[src/rtl/irq_ctx_pkg.sv]
package irq_ctx_pkg;

    // Controller states of the context sequencer
    typedef enum logic [2:0] {
        ST_IDLE,
        ST_PUSH,
        ST_PUSH_COMMIT,
        ST_POP,
        ST_POP_COMMIT
    } ctx_state_e;

    // The program counter always occupies this many bits in the frame
    localparam int unsigned PC_SLOT_W = 32;

    // Bytes in one frame for a given flag width
    function automatic int unsigned frame_bytes(input int unsigned flg_w);
        return (flg_w / 8) + (PC_SLOT_W / 8);
    endfunction

endpackage

[src/rtl/ctx_step_ctr.sv]
module ctx_step_ctr #(
    parameter int unsigned COUNT = 6,
    localparam int unsigned IW   = $clog2(COUNT)
) (
    input  logic          clk,
    input  logic          rst,
    input  logic          step_i,
    output logic [IW-1:0] idx_o,
    output logic          last_o
);

    localparam logic [IW-1:0] LAST_IDX = IW'(COUNT - 1);

    always_ff @(posedge clk) begin
        if (rst || !step_i) begin
            idx_o <= '0;
        end else if (idx_o == LAST_IDX) begin
            idx_o <= '0;
        end else begin
            idx_o <= idx_o + 1'b1;
        end
    end

    assign last_o = step_i && (idx_o == LAST_IDX);

endmodule

[src/rtl/ctx_fsm.sv]
module ctx_fsm
    import irq_ctx_pkg::*;
(
    input  logic       clk,
    input  logic       rst,
    input  logic       accept_i,
    input  logic       return_i,
    input  logic       last_i,
    output ctx_state_e state_o
);

    ctx_state_e state_nx;

    always_comb begin
        state_nx = state_o;
        unique case (state_o)
            ST_IDLE: begin
                if (accept_i) begin
                    state_nx = ST_PUSH;
                end else if (return_i) begin
                    state_nx = ST_POP;
                end
            end
            ST_PUSH:        if (last_i) state_nx = ST_PUSH_COMMIT;
            ST_PUSH_COMMIT: state_nx = ST_IDLE;
            ST_POP:         if (last_i) state_nx = ST_POP_COMMIT;
            ST_POP_COMMIT:  state_nx = ST_IDLE;
            default:        state_nx = ST_IDLE;
        endcase
    end

    always_ff @(posedge clk) begin
        if (rst) begin
            state_o <= ST_IDLE;
        end else begin
            state_o <= state_nx;
        end
    end

endmodule

[src/rtl/ctx_frame_capture.sv]
module ctx_frame_capture #(
    parameter int unsigned PC_W  = 24,
    parameter int unsigned FLG_W = 16,
    localparam int unsigned FB   = irq_ctx_pkg::frame_bytes(FLG_W),
    localparam int unsigned IW   = $clog2(FB),
    localparam int unsigned PCB  = (PC_W + 7) / 8,
    localparam int unsigned FLB  = FLG_W / 8,
    localparam int unsigned FLG0 = irq_ctx_pkg::PC_SLOT_W / 8
) (
    input  logic             clk,
    input  logic             rst,
    input  logic             load_i,
    input  logic [IW-1:0]    idx_i,
    input  logic [7:0]       byte_i,
    output logic [PC_W-1:0]  pc_o,
    output logic [FLG_W-1:0] flg_o
);

    logic [PCB*8-1:0] pc_r;
    logic [FLG_W-1:0] flg_r;

    // Program counter bytes sit at the lowest frame offsets
    for (genvar k = 0; k < PCB; k++) begin : g_pc_byte
        always_ff @(posedge clk) begin
            if (rst) begin
                pc_r[k*8 +: 8] <= '0;
            end else if (load_i && idx_i == IW'(k)) begin
                pc_r[k*8 +: 8] <= byte_i;
            end
        end
    end

    // Flag bytes sit above the 32-bit PC slot; padding offsets load nothing
    for (genvar j = 0; j < FLB; j++) begin : g_flg_byte
        always_ff @(posedge clk) begin
            if (rst) begin
                flg_r[j*8 +: 8] <= '0;
            end else if (load_i && idx_i == IW'(FLG0 + j)) begin
                flg_r[j*8 +: 8] <= byte_i;
            end
        end
    end

    assign pc_o  = pc_r[PC_W-1:0];
    assign flg_o = flg_r;

endmodule

[src/rtl/irq_ctx_seq.sv]
module irq_ctx_seq
    import irq_ctx_pkg::*;
#(
    parameter int unsigned PC_W  = 24,
    parameter int unsigned FLG_W = 16,
    parameter int unsigned SP_W  = 24
) (
    input  logic             clk,
    input  logic             rst,
    input  logic             accept_i,
    input  logic             return_i,
    input  logic [PC_W-1:0]  pc_i,
    input  logic [FLG_W-1:0] flg_i,
    input  logic [SP_W-1:0]  sp_i,
    input  logic             bank_i,
    output logic             mem_we_o,
    output logic             mem_re_o,
    output logic [SP_W-1:0]  mem_addr_o,
    output logic [7:0]       mem_wdata_o,
    input  logic [7:0]       mem_rdata_i,
    output logic             busy_o,
    output logic             done_o,
    output logic [SP_W-1:0]  sp_o,
    output logic [PC_W-1:0]  pc_o,
    output logic [FLG_W-1:0] flg_o,
    output logic             bank_o
);

    localparam int unsigned FB      = frame_bytes(FLG_W);
    localparam int unsigned IW      = $clog2(FB);
    localparam int unsigned FRAME_W = FB * 8;
    localparam logic [SP_W-1:0] FRAME_LEN = SP_W'(FB);

    ctx_state_e         state;
    logic [IW-1:0]      idx;
    logic               last;
    logic               stepping;
    logic               start_ok;

    logic [PC_W-1:0]    pc_q;
    logic [FLG_W-1:0]   flg_q;
    logic [SP_W-1:0]    sp_q;
    logic               bank_save_q;

    logic [FRAME_W-1:0] frame_push;
    logic [7:0]         push_bytes [FB];
    logic [PC_W-1:0]    pc_cap;
    logic [FLG_W-1:0]   flg_cap;

    assign stepping = (state == ST_PUSH) || (state == ST_POP);
    assign start_ok = (state == ST_IDLE);

    ctx_fsm u_fsm (
        .clk      (clk),
        .rst      (rst),
        .accept_i (accept_i),
        .return_i (return_i),
        .last_i   (last),
        .state_o  (state)
    );

    ctx_step_ctr #(.COUNT(FB)) u_ctr (
        .clk    (clk),
        .rst    (rst),
        .step_i (stepping),
        .idx_o  (idx),
        .last_o (last)
    );

    ctx_frame_capture #(.PC_W(PC_W), .FLG_W(FLG_W)) u_cap (
        .clk    (clk),
        .rst    (rst),
        .load_i (state == ST_POP),
        .idx_i  (idx),
        .byte_i (mem_rdata_i),
        .pc_o   (pc_cap),
        .flg_o  (flg_cap)
    );

    // Frame image, most significant byte first in push order
    assign frame_push = {flg_q, PC_SLOT_W'(pc_q)};

    for (genvar k = 0; k < FB; k++) begin : g_push_sel
        assign push_bytes[k] = frame_push[(FB-1-k)*8 +: 8];
    end

    // Capture of context at the starting strobe
    always_ff @(posedge clk) begin
        if (rst) begin
            pc_q        <= '0;
            flg_q       <= '0;
            sp_q        <= '0;
            bank_save_q <= 1'b0;
        end else if (start_ok && accept_i) begin
            pc_q        <= pc_i;
            flg_q       <= flg_i;
            sp_q        <= sp_i;
            bank_save_q <= bank_i;
        end else if (start_ok && return_i) begin
            sp_q        <= sp_i;
        end
    end

    // Registered results, updated on leaving a commit state
    always_ff @(posedge clk) begin
        if (rst) begin
            sp_o   <= '0;
            pc_o   <= '0;
            flg_o  <= '0;
            bank_o <= 1'b0;
            done_o <= 1'b0;
        end else begin
            done_o <= 1'b0;
            unique case (state)
                ST_PUSH_COMMIT: begin
                    sp_o   <= sp_q - FRAME_LEN;
                    done_o <= 1'b1;
                end
                ST_POP_COMMIT: begin
                    sp_o   <= sp_q + FRAME_LEN;
                    pc_o   <= pc_cap;
                    flg_o  <= flg_cap;
                    bank_o <= bank_save_q;
                    done_o <= 1'b1;
                end
                ST_IDLE, ST_PUSH, ST_POP: ;
                default: ;
            endcase
        end
    end

    // Memory port and busy, decoded from state and byte index
    always_comb begin
        mem_we_o    = 1'b0;
        mem_re_o    = 1'b0;
        mem_addr_o  = '0;
        mem_wdata_o = '0;
        busy_o      = 1'b1;
        unique case (state)
            ST_IDLE: busy_o = 1'b0;
            ST_PUSH: begin
                mem_we_o    = 1'b1;
                mem_addr_o  = sp_q - SP_W'(idx) - SP_W'(1);
                mem_wdata_o = push_bytes[idx];
            end
            ST_POP: begin
                mem_re_o   = 1'b1;
                mem_addr_o = sp_q + SP_W'(idx);
            end
            ST_PUSH_COMMIT, ST_POP_COMMIT: ;
            default: ;
        endcase
    end

endmodule

[config.mk]
export PLATFORM = sky130hd
export DESIGN_NAME = irq_ctx_seq
export DESIGN_NICKNAME = d
export VERILOG_FILES = /design/src/rtl/irq_ctx_pkg.sv /design/src/rtl/ctx_step_ctr.sv /design/src/rtl/ctx_fsm.sv /design/src/rtl/ctx_frame_capture.sv /design/src/rtl/irq_ctx_seq.sv
export SDC_FILE = /design/constraint.sdc
export NUM_CORES = 1
export LEC_CHECK = 0
export ABC_CLOCK_PERIOD_IN_PS = 3600
export BUFFER_PORTS_ARGS = -buffer_cell sky130_fd_sc_hd__buf_2
export CAP_MARGIN = 20
export CELL_PAD_IN_SITES_DETAIL_PLACEMENT = 1
export CELL_PAD_IN_SITES_GLOBAL_PLACEMENT = 2
export CORE_ASPECT_RATIO = 0.6
export CORE_MARGIN = 2
export CORE_UTILIZATION = 31
export CTS_BUF_LIST = sky130_fd_sc_hd__clkbuf_8 sky130_fd_sc_hd__clkbuf_16
export CTS_CLUSTER_DIAMETER = 30
export DETAILED_ROUTE_END_ITERATION = 8
export PLACE_DENSITY = 0.77
export SETUP_SLACK_MARGIN = 0.02
export SLEW_MARGIN = 25
export SYNTH_ARGS = -nofsm -noshare
export SYNTH_HDL_FRONTEND = slang
export SYNTH_SLANG_ARGS = --single-unit
[constraint.sdc]
create_clock -name clk -period 3.6 [get_ports clk]
set_input_delay 0.72 -clock clk [delete_from_list [all_inputs] [get_ports clk]]
set_output_delay 0.72 -clock clk [all_outputs]
set_load 0.1 [all_outputs]
Word level (Yosys, flattened, before mapping) --
Index checks and enable logic that the tools add are counted.
Storage, ports and cells: register bits 177, output and inout bits 101, word-level logic and storage cells 70
Operators by class: $lt $le $gt $ge 1, mux-type cells 17, bitwise gates (word level) 1, equality and inequality tests 11, add/subtract/negate cells 6, reduce and logical (&&, ||, !) cells 18
Operators by type and width (count):
- $pmux W24 S2 | 2
- $mux W24 | 2
- $add A24 B3 Y24 | 1
- $add A24 B3 Y24 const B | 1
- $bmux W8 S3 | 1
- $mux W8 | 3
- $sub A24 B1 Y24 const B | 1
- $sub A24 B3 Y24 | 1
- $sub A24 B3 Y24 const B | 1
- $mux W3 | 4
- $eq A3 B2 Y1 const B | 3
- $eq A3 B3 Y1 const B | 3
- $pmux W3 S3 | 1
- $logic_and A1 B1 Y1 | 8
- $eq A3 B1 Y1 const B | 2
- $logic_not A3 Y1 | 2
- $ge A4 B4 Y1 const B | 1
- $mux W1 | 4
- $ne A2 B2 Y1 const B | 2
- $not A3 Y4 | 1
- $reduce_bool A2 Y1 | 2
- $reduce_or A2 Y1 | 2
- $add A3 B1 Y3 const B | 1
- $ne A3 B3 Y1 const B | 1
- 3 further kinds | 4

Longest topological paths before layout --
depth in word-level cells 5, depth in mapped cells 12, mapped depth without buffers 11

Modules after synthesis --
Synthesis repeated with hierarchy kept, for this count alone.
Unflattened totals: cell total of the unflattened synthesis 1119, area total of the unflattened synthesis 8926.1 um^2
Modules (own cells, without submodules):
- irq_ctx_seq | area each 7039.3 um^2, instances 1, cells an instance 947, sequential area each 2622.5 um^2
- ctx_frame_capture | area each 1627.8 um^2, instances 1, cells an instance 146, sequential area each 800.8 um^2
- ctx_step_ctr | area each 140.1 um^2, instances 1, cells an instance 13, sequential area each 60.1 um^2
- ctx_fsm | area each 118.9 um^2, instances 1, cells an instance 13, sequential area each 60.1 um^2

Worst setup path after synthesis --
OpenSTA, ideal clock, no wires.
kind register -> output, start point register u_ctr.idx_o[2], end point output mem_addr_o[22], data required time 2880 ps, slack -682 ps, arrival 3562 ps, stages on the path, launching flop included 11, cell sequence dfxtp_1 -> clkbuf_1 -> clkinv_1 -> ha_1 -> nor2b_1 -> o21ai_1 -> or2_2 -> nor3_1 -> a41oi_1 -> xor2_1 -> nor2_1
Between the ends: word-level cells in the longest chain between the ends 3
Ends and longest elaborated chain:
- start: declaration | RTL line ctx_step_ctr.sv:8 | output logic [IW-1:0] idx_o,
- start signal: assignment | RTL line ctx_step_ctr.sv:20 | idx_o <= idx_o + 1'b1;
- $sub A24 B3 Y24 | RTL line irq_ctx_seq.sv:143 | mem_addr_o = sp_q - SP_W'(idx) - SP_W'(1);
- $sub A24 B1 Y24 | RTL line irq_ctx_seq.sv:143
- $pmux W24 S2 (*) | RTL line irq_ctx_seq.sv:139 | unique case (state)
- end: declaration | RTL line irq_ctx_seq.sv:18 | output logic [SP_W-1:0] mem_addr_o,
Mark *: on every way between the ends. The rest lies on a longest branch, timed or not.

Worst setup path in the final report --
start point register sp_q[8], end point output mem_addr_o[22]
Between the ends: word-level cells in the longest chain between the ends 3
Ends and longest elaborated chain:
- start: declaration | RTL line irq_ctx_seq.sv:42 | logic [SP_W-1:0] sp_q;
- start signal: assignment | RTL line irq_ctx_seq.sv:97 | sp_q <= sp_i;
- start signal: assignment | RTL line irq_ctx_seq.sv:100 | sp_q <= sp_i;
- $sub A24 B3 Y24 | RTL line irq_ctx_seq.sv:143
- $sub A24 B1 Y24 | RTL line irq_ctx_seq.sv:143
- $pmux W24 S2 (*) | RTL line irq_ctx_seq.sv:139
Marked as above.

==> reports/qor.yml <==
die_w_um: 219
cp.arrival_ns: 2.79
path_max_fanout: 4
holdWs_ns: 0.448
syn_inst: 1137
drt-met1-wl_mm: 15.9
rows: 47
min_path_type: "flip-flop to flip-flop"
clk_path_buf_depth: 2
dpl.hpwl_mm: 22.3
via_count: 8450
ys_warn_count: 0
slowest_stage: "or4_4"
synth_seq_area_share: 0.411
grt_max_degree: 167
reg2reg_depth: 11
slew_headroom: 0.318
slew_violations: 0
final_area_um2: 11300
ios: 178
power.leakage_uw: 0.00451
wl_met3_mm: 1.59
worst_slew_pin_slew_ns: 1.02
syn_area_um2: 8620
powerDensity_nw_per_um2: 557
start_kind: "flip-flop"
min_period_ns: 3.51
clock.fmax_mhz: 285
layout_setup_ws_ns: 0.0856
die_y_um: 133
wl_mm: 30.5
globalplace.congestion: 0.887
cts_tree: "done"
nets: 1412
design.die.area_um2: 29200
path_clk_slew_ns: 0.07
htree_levels: 4
dp.cells: 1638
synth_area_per_cell_um2: 7.58
skew_ns: 0.00846
stdcell_count: 1681
synth.distinct_cells: 63
final_common_cell: "nand2_1"
synth_edf_count: 0
vias_per_cell: 5.03
area_growth_pct: 31.0
drt.antenna.violating_nets: 0
first_pass_iters: 6
port_buffers: 177
synthesis.nets: 1248
whs_path_depth: 2
hold_buffers: 0
wl_per_cell_um: 18.1
grt_pass1_vias: 8219
setup_viol: 0
first_iter_violations: 589
grt-ovfl-total: 0
hold_violations: 0
drv_cap: 0
synth_flop_cell: "dfxtp_1"
detailed_place.area_um2: 10500
wl_met2_mm: 12.7
root_buffer: "clkbuf_16"
highest_layer: "met4"
pre_cts_slack_ns: 0.281
drive_gt1_frac: 0.238
track_usage: 0.211
antenna_found_initial: 1
core_area_um2: 27500
path_cells: "or4_4, and4bb_2, nand4b_1, nor4_2, a41oi_2, xor2_1, nor2_2, buf_12"
grt_pass1_wl_mm: 47.0
fill_cells: 3325
required_ns: 2.88
synth_seq_cells: 177
ir_drop_v: 0.000297
period_share: 0.976
status: "finished, final reports clean"
clk_latency_ns: 0.45
drcViolationCount: 0
cts_buffers: 17
layout_common_cells: "306 x nand2_1, 175 x a21oi_1, 170 x dfxtp_1"
critPathKind: "flip-flop to primary output"
clkSinkCount: 177
start_util: 0.314
rsz0062_at_grt: "true"
synth-async-reset-ratio: 0
max_stage_delay_ns: 0.56
cp-end-kind: "primary output"
[metrics by stage]
step	utilization	TNS, ns	total power [uW]
2_1_floorplan	-	-0.224	3720
3_3_place_gp	0.382	0	4320
3_5_place_dp	0.382	0	4350
4_1_cts	0.404	0	6280
5_1_grt	0.411	-0.0131	6590
6_report	0.411	0	6280
[area by class of cell]
type	instances	area [um^2]	share of cell area
Multi-Input combinational cell	867	4950	0.438
Sequential cell	177	3560	0.315
Antenna cell	1	2.50	0.000222
Clock buffer	17	425	0.0377
Timing Repair Buffer	214	1640	0.146
Inverter	24	90.1	0.00798
Tap cell	367	459	0.0407
Clock inverter	14	158	0.0140
[flip-flops by register name, indices dropped and copies added, names as in the netlist, 3 cells and up]
name	flops
pc_o	24
pc_q	24
sp_o	24
sp_q	24
u_cap.pc_o	24
flg_o	16
flg_q	16
u_cap.flg_o	16
u_ctr.idx_o	3
u_fsm.state_o	3
[final timing paths]
path	start	to	slack [ns]
max	sp_q[8]$_SDFFE_PP0P_	mem_addr_o[22]	0.09
max reg2reg	u_fsm.state_o[0]$_SDFFE_PP0P_	sp_o[22]$_SDFFE_PP0P_	0.41
min reg2reg	sp_o[12]$_SDFFE_PP0P_	sp_o[12]$_SDFFE_PP0P_	0.45
min	sp_o[12]$_SDFFE_PP0P_	sp_o[12]$_SDFFE_PP0P_	0.45
[Yosys cell counts, drive strengths merged, types with 4 or more instances]
master / instances / area, um^2
a211oi: 6 / 45.0
a21oi: 178 / 898
a31oi: 6 / 37.5
and3: 12 / 75.1
buf: 7 / 40.0
clkbuf: 62 / 233
dfxtp: 177 / 3540
ha: 31 / 388
inv: 23 / 86.3
mux2i: 36 / 360
nand2: 308 / 1160
nand2b: 4 / 25.0
nand3: 36 / 180
nand4: 7 / 43.8
nor2: 92 / 353
nor3: 14 / 70.1
nor4: 7 / 58.8
o211ai: 5 / 37.5
o21ai: 35 / 179
or2: 5 / 31.3
or3: 4 / 25.0
or4: 4 / 37.5
xnor2: 23 / 201
xor2: 15 / 131
[where the power goes]
group / internal [uW] / total, uW / leakage, uW / switching [uW]
Combinational: 683 / 2190 / 0.00277 / 1510
Sequential: 2070 / 2190 / 0.00144 / 112
Clock: 1030 / 1910 / 0.000288 / 877
Total: 3790 / 6280 / 0.00451 / 2500
[cell families after synthesis]
family	count (synthesis)	synth area share
flops	177	0.411
mux	37	0.0431
simple gates	502	0.247
compound gates	256	0.166
fa+ha+maj	34	0.0520
xor+xnor	38	0.0386
buf+inv	93	0.0421
[critical path: cells and delay by family (launching register included)]
kind,cells,cell delay (ns)
AND/OR/NAND/NOR,5,1.53
AO/OA/AOI/OAI,1,0.07
XOR/XNOR,1,0.19
buffers and inverters,1,0.19
flip-flops,1,0.36
[per-layer routing]
metal | global-route usage | up-vias
met5 | 0 | -
met4 | 0.0465 | 0
met3 | 0.0443 | 25
met2 | 0.300 | 194
met1 | 0.321 | 4060
li1 | - | 4171
[what timing repair did]
item,CTS,global route
pin swaps,1,10
endpoints found under the setup margin,12,13
resized for setup,8,28
buffers inserted,0,11
Note: power is estimated with default switching activity, not from simulation.
